File: config.mk
export PLATFORM = sky130hd
export DESIGN_NAME = dma_engine
export DESIGN_NICKNAME = d
export VERILOG_FILES = /design/src/rtl/dma_pkg.sv /design/src/rtl/dma_addr_decode.sv /design/src/rtl/dma_regs.sv /design/src/rtl/dma_fsm.sv /design/src/rtl/dma_engine.sv
export SDC_FILE = /design/constraint.sdc
export NUM_CORES = 1
export LEC_CHECK = 0
export ABC_CLOCK_PERIOD_IN_PS = 2900
export BUFFER_PORTS_ARGS = -buffer_cell sky130_fd_sc_hd__buf_2
export CAP_MARGIN = 15
export CORE_ASPECT_RATIO = 1.5
export CORE_MARGIN = 2
export CORE_UTILIZATION = 45
export CTS_BUF_LIST = sky130_fd_sc_hd__clkbuf_2
export DETAILED_ROUTE_END_ITERATION = 8
export MAX_ROUTING_LAYER = met4
export PLACE_DENSITY = 0.88
export SYNTH_ARGS = -nofsm -noshare
export SYNTH_HDL_FRONTEND = slang
export SYNTH_SLANG_ARGS = --single-unit
File: constraint.sdc
create_clock -name clk -period 2.9 [get_ports clk]
set_clock_uncertainty 0.05 [all_clocks]
set_input_delay 0.145 -clock clk [delete_from_list [all_inputs] [get_ports clk]]
set_output_delay 0.145 -clock clk [all_outputs]
set_load 0.05 [all_outputs]
File: src/rtl/dma_pkg.sv
package dma_pkg;

    typedef enum logic [2:0] {
        ST_IDLE   = 3'd0,
        ST_IN_IO  = 3'd1,
        ST_ARB    = 3'd2,
        ST_MEM    = 3'd3,
        ST_OUT_IO = 3'd4
    } dma_state_e;

    localparam int unsigned NUM_REGS   = 5;
    localparam int unsigned REG_STRIDE = 4;

    localparam int unsigned IX_STATUS = 0;
    localparam int unsigned IX_CMD    = 1;
    localparam int unsigned IX_DATA   = 2;
    localparam int unsigned IX_ADDR   = 3;
    localparam int unsigned IX_COUNT  = 4;

    localparam logic [31:0] CMD_MEM_TO_IO = 32'd1;
    localparam logic [31:0] CMD_IO_TO_MEM = 32'd2;

    localparam logic [1:0] STAT_IDLE   = 2'd0;
    localparam logic [1:0] STAT_TO_IO  = 2'd1;
    localparam logic [1:0] STAT_TO_MEM = 2'd2;

    typedef struct packed {
        dma_state_e state;
        logic       to_mem;
    } fsm_state_s;

endpackage

File: src/rtl/dma_addr_decode.sv
module dma_addr_decode
    import dma_pkg::*;
#(
    parameter int unsigned CSR_AW   = 16,
    parameter int unsigned CSR_BASE = 2000
) (
    input  logic [CSR_AW-1:0]   csr_addr,
    output logic [NUM_REGS-1:0] reg_hit
);

    for (genvar i = 0; i < NUM_REGS; i++) begin : g_hit
        localparam int unsigned OFFSET = CSR_BASE + i * REG_STRIDE;
        assign reg_hit[i] = (csr_addr == CSR_AW'(OFFSET));
    end

endmodule

File: src/rtl/dma_regs.sv
module dma_regs
    import dma_pkg::*;
#(
    parameter int unsigned MEM_AW = 16,
    parameter int unsigned DATA_W = 8,
    parameter int unsigned CNT_W  = 16
) (
    input  logic                clk,
    input  logic                rst_n,
    input  logic [NUM_REGS-1:0] wr_sel,
    input  logic [DATA_W-1:0]   wr_data_byte,
    input  logic [MEM_AW-1:0]   wr_addr_val,
    input  logic [CNT_W-1:0]    wr_count_val,
    input  logic [NUM_REGS-1:0] rd_sel,
    input  logic [1:0]          status_code,
    input  logic                step,
    input  logic                cap_mem,
    input  logic [DATA_W-1:0]   mem_rdata,
    input  logic                cap_io,
    input  logic [DATA_W-1:0]   io_in_data,
    output logic [MEM_AW-1:0]   addr_q,
    output logic [CNT_W-1:0]    cnt_q,
    output logic [DATA_W-1:0]   data_q,
    output logic [31:0]         rdata
);

    typedef struct packed {
        logic [MEM_AW-1:0] addr;
        logic [CNT_W-1:0]  cnt;
        logic [DATA_W-1:0] data;
    } regs_s;

    regs_s r_d, r_q;

    always_comb begin
        r_d = r_q;
        if (wr_sel[IX_DATA])  r_d.data = wr_data_byte;
        if (wr_sel[IX_ADDR])  r_d.addr = wr_addr_val;
        if (wr_sel[IX_COUNT]) r_d.cnt  = wr_count_val;
        if (cap_mem)          r_d.data = mem_rdata;
        if (cap_io)           r_d.data = io_in_data;
        if (step) begin
            r_d.addr = r_q.addr + MEM_AW'(1);
            r_d.cnt  = r_q.cnt - CNT_W'(1);
        end
    end

    always_ff @(posedge clk or negedge rst_n) begin
        if (!rst_n) r_q <= '0;
        else        r_q <= r_d;
    end

    assign addr_q = r_q.addr;
    assign cnt_q  = r_q.cnt;
    assign data_q = r_q.data;

    always_comb begin
        rdata = '0;
        if (rd_sel[IX_STATUS]) rdata = 32'(status_code);
        if (rd_sel[IX_DATA])   rdata = 32'(r_q.data);
        if (rd_sel[IX_ADDR])   rdata = 32'(r_q.addr);
        if (rd_sel[IX_COUNT])  rdata = 32'(r_q.cnt);
    end

endmodule

File: src/rtl/dma_fsm.sv
module dma_fsm
    import dma_pkg::*;
(
    input  logic       clk,
    input  logic       rst_n,
    input  logic       start_to_io,
    input  logic       start_to_mem,
    input  logic       cnt_last,
    input  logic       bus_gnt,
    input  logic       mem_ack,
    input  logic       io_out_ready,
    input  logic       io_in_valid,
    output logic       busy,
    output logic [1:0] status_code,
    output logic       bus_req,
    output logic       mem_en,
    output logic       mem_we,
    output logic       io_out_valid,
    output logic       io_in_ready,
    output logic       step,
    output logic       cap_mem,
    output logic       cap_io
);

    fsm_state_s s_d, s_q;

    always_comb begin
        s_d          = s_q;
        bus_req      = 1'b0;
        mem_en       = 1'b0;
        mem_we       = 1'b0;
        io_out_valid = 1'b0;
        io_in_ready  = 1'b0;
        step         = 1'b0;
        cap_mem      = 1'b0;
        cap_io       = 1'b0;
        unique case (s_q.state)
            ST_IDLE: begin
                if (start_to_io) begin
                    s_d.state  = ST_ARB;
                    s_d.to_mem = 1'b0;
                end else if (start_to_mem) begin
                    s_d.state  = ST_IN_IO;
                    s_d.to_mem = 1'b1;
                end
            end
            ST_IN_IO: begin
                io_in_ready = 1'b1;
                if (io_in_valid) begin
                    cap_io    = 1'b1;
                    s_d.state = ST_ARB;
                end
            end
            ST_ARB: begin
                bus_req = 1'b1;
                if (bus_gnt) s_d.state = ST_MEM;
            end
            ST_MEM: begin
                bus_req = 1'b1;
                mem_en  = 1'b1;
                mem_we  = s_q.to_mem;
                if (mem_ack) begin
                    if (s_q.to_mem) begin
                        step      = 1'b1;
                        s_d.state = cnt_last ? ST_IDLE : ST_IN_IO;
                    end else begin
                        cap_mem   = 1'b1;
                        s_d.state = ST_OUT_IO;
                    end
                end
            end
            ST_OUT_IO: begin
                io_out_valid = 1'b1;
                if (io_out_ready) begin
                    step      = 1'b1;
                    s_d.state = cnt_last ? ST_IDLE : ST_ARB;
                end
            end
            default: s_d.state = ST_IDLE;
        endcase
    end

    always_ff @(posedge clk or negedge rst_n) begin
        if (!rst_n) s_q <= '{state: ST_IDLE, to_mem: 1'b0};
        else        s_q <= s_d;
    end

    assign busy        = (s_q.state != ST_IDLE);
    assign status_code = !busy ? STAT_IDLE : (s_q.to_mem ? STAT_TO_MEM : STAT_TO_IO);

endmodule

File: src/rtl/dma_engine.sv
module dma_engine
    import dma_pkg::*;
#(
    parameter int unsigned CSR_AW   = 16,
    parameter int unsigned CSR_BASE = 2000,
    parameter int unsigned MEM_AW   = 16,
    parameter int unsigned DATA_W   = 8,
    parameter int unsigned CNT_W    = 16
) (
    input  logic              clk,
    input  logic              rst_n,
    input  logic              csr_sel,
    input  logic              csr_wr,
    input  logic [CSR_AW-1:0] csr_addr,
    input  logic [31:0]       csr_wdata,
    output logic [31:0]       csr_rdata,
    output logic              bus_req,
    input  logic              bus_gnt,
    output logic              mem_en,
    output logic              mem_we,
    output logic [MEM_AW-1:0] mem_addr,
    output logic [DATA_W-1:0] mem_wdata,
    input  logic [DATA_W-1:0] mem_rdata,
    input  logic              mem_ack,
    output logic              io_out_valid,
    input  logic              io_out_ready,
    output logic [DATA_W-1:0] io_out_data,
    input  logic              io_in_valid,
    output logic              io_in_ready,
    input  logic [DATA_W-1:0] io_in_data
);

    logic [NUM_REGS-1:0] reg_hit;
    logic [NUM_REGS-1:0] wr_sel;
    logic [NUM_REGS-1:0] rd_sel;
    logic                busy;
    logic [1:0]          status_code;
    logic                step, cap_mem, cap_io;
    logic [MEM_AW-1:0]   addr_q;
    logic [CNT_W-1:0]    cnt_q;
    logic [DATA_W-1:0]   data_q;
    logic                cmd_wr;
    logic                start_to_io, start_to_mem;

    dma_addr_decode #(
        .CSR_AW   (CSR_AW),
        .CSR_BASE (CSR_BASE)
    ) u_dec (
        .csr_addr (csr_addr),
        .reg_hit  (reg_hit)
    );

    assign wr_sel = reg_hit & {NUM_REGS{csr_sel & csr_wr & ~busy}};
    assign rd_sel = reg_hit & {NUM_REGS{csr_sel & ~csr_wr}};

    assign cmd_wr       = wr_sel[IX_CMD] && (cnt_q != '0);
    assign start_to_io  = cmd_wr && (csr_wdata == CMD_MEM_TO_IO);
    assign start_to_mem = cmd_wr && (csr_wdata == CMD_IO_TO_MEM);

    dma_regs #(
        .MEM_AW (MEM_AW),
        .DATA_W (DATA_W),
        .CNT_W  (CNT_W)
    ) u_regs (
        .clk          (clk),
        .rst_n        (rst_n),
        .wr_sel       (wr_sel),
        .wr_data_byte (csr_wdata[DATA_W-1:0]),
        .wr_addr_val  (csr_wdata[MEM_AW-1:0]),
        .wr_count_val (csr_wdata[CNT_W-1:0]),
        .rd_sel       (rd_sel),
        .status_code  (status_code),
        .step         (step),
        .cap_mem      (cap_mem),
        .mem_rdata    (mem_rdata),
        .cap_io       (cap_io),
        .io_in_data   (io_in_data),
        .addr_q       (addr_q),
        .cnt_q        (cnt_q),
        .data_q       (data_q),
        .rdata        (csr_rdata)
    );

    dma_fsm u_fsm (
        .clk          (clk),
        .rst_n        (rst_n),
        .start_to_io  (start_to_io),
        .start_to_mem (start_to_mem),
        .cnt_last     (cnt_q == CNT_W'(1)),
        .bus_gnt      (bus_gnt),
        .mem_ack      (mem_ack),
        .io_out_ready (io_out_ready),
        .io_in_valid  (io_in_valid),
        .busy         (busy),
        .status_code  (status_code),
        .bus_req      (bus_req),
        .mem_en       (mem_en),
        .mem_we       (mem_we),
        .io_out_valid (io_out_valid),
        .io_in_ready  (io_in_ready),
        .step         (step),
        .cap_mem      (cap_mem),
        .cap_io       (cap_io)
    );

    assign mem_addr    = addr_q;
    assign mem_wdata   = data_q;
    assign io_out_data = data_q;

endmodule

; ---- After elaboration in Yosys (flattened, before gate mapping)
; Cells that the tools add are included.
[totals]
output_inout_bits = 69
in_bits = 72
wordCells = 80
regBits = 44
[classes]
eq_ne = 17
n_mux = 36
bitwise_logic = 7
reduce_logical = 13
n_addsub = 2
[op_table]
columns = op, n
row1 = $eq A16 B11 Y1 const B, 5
row2 = $mux W16, 4
row3 = $eq A32 B1 Y1 const B, 1
row4 = $eq A32 B2 Y1 const B, 1
row5 = $mux W32, 1
row6 = $mux W8, 4
row7 = $add A16 B1 Y16 const B, 1
row8 = $eq A16 B1 Y1 const B, 1
row9 = $reduce_bool A16 Y1, 1
row10 = $sub A16 B1 Y16 const B, 1
row11 = $mux W3, 5
row12 = $pmux W3 S5, 1
row13 = $mux W1, 14
row14 = $and A5 B5 Y5, 2
row15 = $mux W2, 4
row16 = $mux W4, 2
row17 = $ne A2 B2 Y1 const B, 4
row18 = $eq A3 B2 Y1 const B, 2
row19 = $reduce_bool A2 Y1, 3
row20 = $reduce_bool A3 Y1, 2
row21 = $reduce_and A5 Y1, 1
row22 = $and A1 B1 Y1, 3
row23 = $eq A3 B1 Y1 const B, 1
row24 = $eq A3 B3 Y1 const B, 1
row25 = 7 further kinds, 10

; ---- Longest topological paths before layout
[depth]
word_depth = 9
depth_mapped = 9
mapped_depth_nobuf = 7

; ---- Modules after synthesis
; A second synthesis with hierarchy kept.
[hier_totals]
hier_cells = 455
hier_area_um2 = 3639.7
[by_module_without_submodules]
columns = mod, cells_each, area_each_um2, instances
row1 = dma_regs, 360, 2874.0, 1
row2 = dma_fsm, 35, 336.6, 1
row3 = dma_engine, 46, 294.0, 1
row4 = dma_addr_decode, 14, 135.1, 1

; ---- Least setup slack after synthesis
; No wires, ideal clock.
[synth_timing]
path_type = reg2reg
startpoint = reg u_fsm.s_q[2] (netlist name)
endpoint = reg u_regs.r_q, in the netlist u_regs.data_q[0]
slack_ns = -0.093
required_ns = 2.725
arrival_ns = 2.818
period_less_slack_ns = 2.993
path_stages_with_launch = 8
setup_time_ns = 0.125
cell_sequence = dfrtp_1 -> buf_2 -> nor3b_1 -> and2_1 -> buf_1 -> clkbuf_1 -> o21ai_0 -> mux2_2
[synth_via]
elab_chain_cells = 5
elab_cells_between_ends = 11
[synth_lines]
columns = item, line_no
row1 = "start, declared", dma_fsm.sv:25  ; fsm_state_s s_d, s_q;
row2 = "start signal, assigned", dma_fsm.sv:84  ; if (!rst_n) s_q <= '{state: ST_IDLE, to_mem: 1'b0};
row3 = $reduce_bool A3 Y1, dma_fsm.sv:88  ; assign busy = (s_q.state != ST_IDLE);
row4 = $not A1 Y1, dma_engine.sv:53  ; assign wr_sel = reg_hit & {NUM_REGS{csr_sel & csr_wr & ~busy}};
row5 = $and A1 B1 Y1, dma_engine.sv:53
row6 = $and A5 B5 Y5, dma_engine.sv:53
row7 = $reduce_bool A3 Y1 (no line), n/a
row8 = "end signal, assigned", dma_regs.sv:50  ; else r_q <= r_d;
row9 = "end, declared", dma_regs.sv:33  ; regs_s r_d, r_q;
; Several ways; a longest one is shown, not always the timed one.
; A chain may end at the register's enable or synchronous reset.

; ---- Worst setup path in the final report
[layout_timing]
startpoint = reg u_fsm.s_q[2] (netlist name)
endpoint = reg u_regs.r_q, in the netlist u_regs.cnt_q[7]
[layout_via]
elab_chain_cells = 5
elab_cells_between_ends = 9
[layout_lines]
columns = item, line_no
row1 = $reduce_bool A3 Y1, dma_fsm.sv:88
row2 = $not A1 Y1, dma_engine.sv:53
row3 = $and A1 B1 Y1, dma_engine.sv:53
row4 = $and A5 B5 Y5, dma_engine.sv:53
row5 = $reduce_bool A2 Y1 (no line), n/a
; Several ways; a longest one is shown, not always the timed one.

==> flow_metrics.tcl <==
set metrics [dict create \
    yosysSeqAreaShare_pct 32.23 \
    io_pins 141 \
    dr.pass1.iters 6 \
    p_leak_nw 1.981 \
    required_ns 3.18 \
    min_period_ns 2.662 \
    viasPerCell 5.976 \
    place_congestion 0.9260 \
    grt_pass1_vias 3682 \
    hold_viol 0 \
    cts_tree "built" \
    track_usage_pct 28.16 \
    final_util_pct 58.81 \
    ys_seq_elements 44 \
    crit_arrival_ns 2.94 \
    finalSetupTns_ns 0 \
    hold_path_depth 4 \
    worstHoldPathType "in -> reg" \
    cap_violations 0 \
    numPortBuffers 124 \
    ir_drop_v 0.0005516 \
    path_clk_slew_ns 0.23 \
    slew_headroom_pct 29.30 \
    total_power_mw 2.792 \
    initial_utilization_pct 46.96 \
    drive_above_1_share_pct 30.35 \
    insertion_delay_ns 0.42 \
    core_um2 7274 \
    synth_top_area_share_pct 32.23 \
    path_max_fanout 21 \
    synth_cell_types 65 \
    postCtsSetupBuffers 0 \
    status "completed" \
    cts_root_buf "clkbuf_2" \
    cts_buffer_depth 2 \
    fin_crit_sh_pct 91.79 \
    antenna_found_initial 1 \
    cts_resized 0 \
    worstMarginPinSlew_ns 1.060 \
    p_per_area_nw_per_um2 652.7 \
    worstSetupEndpointType "flip-flop" \
    slew_violations 0 \
    dp_hpwl_um 8162 \
    drt_wl_total_um 11230 \
    rsz0062_at_grt "false" \
    die_w_um 75.14 \
    yosysWarnings 0 \
    die-area_um2 8318 \
    synth.area.top_cells "dfrtp_1, buf_4, nand2_1" \
    n_fill_cell 643 \
    h-tree-depth 2 \
    syn_area_um2 3416 \
    synth_edf_count 0 \
    postSynthAreaPerCell_um2 8.413 \
    r2r_cells 5 \
    num_vias 3813 \
    placed_area_um2 3980 \
    antenna_left 0 \
    yosys.area.top_type "dfrtp_1" \
    synth_ff_type "dfrtp_1" \
    stdcell_area_um2 4278 \
    grt_max_degree 45 \
    grt_overflow_total 0 \
    die_h_um 110.7 \
    nets 613 \
    fp-row-count 38 \
    drc_errors 0 \
    grt_pass1_wl_um 17930 \
    wl_per_cell_um 17.61 \
    setup_viol 0 \
    cts_made_buffers 5 \
    drt_iter0_drc 388 \
    fmax_mhz 375.7 \
    cts_hold_buf 25 \
    area_delta_synth_final_pct 25.24 \
    critPathKind "reg -> reg" \
    synthTopCellsByCount "dfrtp_1, nand2_1, buf_4, nor2_1, o21ai_0" \
    yosysMostFrequentCell "dfrtp_1" \
    crit_path_start_kind "flip-flop" \
    synthCells 406 \
    cts_num_sinks 44 \
    async_flop_share_pct 100.0 \
]
==> final cells by class <==
class	count	area, µm²	share of cell area, %
multi-input combinational	311	2009	46.97
antenna	1	2.502	0.05850
inverter	17	63.81	1.492
sequential	44	1101	25.74
tap	100	125.1	2.925
clock inverter	1	5.005	0.1170
clock buffer	6	30.03	0.7020
timing repair buffer	158	940.9	21.99
==> cells in the final DEF, fill, tap and decap left out, types with 9 or more instances in the layout <==
| cell type | instances |
|---|---|
| nor3_1 | 13 |
| mux2_2 | 10 |
| dlygate4sd3_1 | 26 |
| o211ai_1 | 9 |
| conb_1 | 16 |
| buf_2 | 124 |
| nand3_1 | 19 |
| inv_1 | 17 |
| mux2i_1 | 12 |
| nand2_1 | 41 |
| nor4_1 | 14 |
| a21oi_1 | 22 |
| dfrtp_1 | 44 |
| o21ai_0 | 25 |
| nor2_1 | 25 |
==> worst max-delay path: stages, from the launching register on <==
cell and delay (ns):
dfrtp_1 0.56, or4b_1 0.70, nor4_4 0.35, nand3_2 0.41
o21ai_0 0.31, o21ba_2 0.19
==> routing by layer <==
metal,GRT usage (%),wire length [µm],vias to the layer above
li1,-,-,1751
met1,32.23,4013,1807
met2,46.08,5849,197
met3,3.727,738,58
met4,15.56,631,0
met5,-,0,-
==> logic make-up (layout without fill, tap and decap cells) <==
group	count (synthesis)	after routing	share of synthesized area (%)
muxes	22	22	6.813
other	1	17	0.1098
DFF	44	44	32.23
and+or+nand+nor	161	161	26.26
adders and majority gates	4	4	1.465
AOI/OAI and AO/OA	107	107	22.13
xor gates and xnor gates	1	1	0.2565
buffers and inverters	66	182	10.73
==> where the power goes <==
part / switching (mW) / internal (mW) / leakage, nW
combinational: 1.12 / 0.469 / 1.41
sequential: 0.196 / 0.745 / 0.540
clock: 0.206 / 0.0574 / 0.0288
total: 1.52 / 1.27 / 1.98
==> worst paths after layout <==
kind                                       start                to  slack, ns
worst max-delay path                u_fsm.s_q[2]   u_regs.cnt_q[7]       0.24
worst min-delay path                mem_rdata[5]  u_regs.data_q[5]       0.09
worst max register to register      u_fsm.s_q[2]   u_regs.cnt_q[7]       0.24
worst min register to register  u_regs.addr_q[8]  u_regs.addr_q[8]       0.53
max in group asynchronous                  rst_n  u_regs.addr_q[7]       1.77
min in group asynchronous                  rst_n      u_fsm.s_q[3]       0.35
==> flip-flops by register name (all words and copies together), names as in the netlist <==
name / flops
u_regs.data_q: 8
u_regs.cnt_q: 16
u_fsm.s_q: 4
u_regs.addr_q: 16
==> stage by stage <==
step / hold slack, ns / instances / worst slack (ns)
4_1_cts: 0.02002 / 636 / 0.2877
3_3_place_gp: 0.3268 / 604 / 0.3701
6_report: 0.08610 / 638 / 0.2380
2_1_floorplan: -0.2006 / 421 / 0.4415
5_1_grt: 0.07662 / 638 / 0.1514
3_5_place_dp: 0.3395 / 604 / 0.3121
Power figures use the tool's default switching activity.
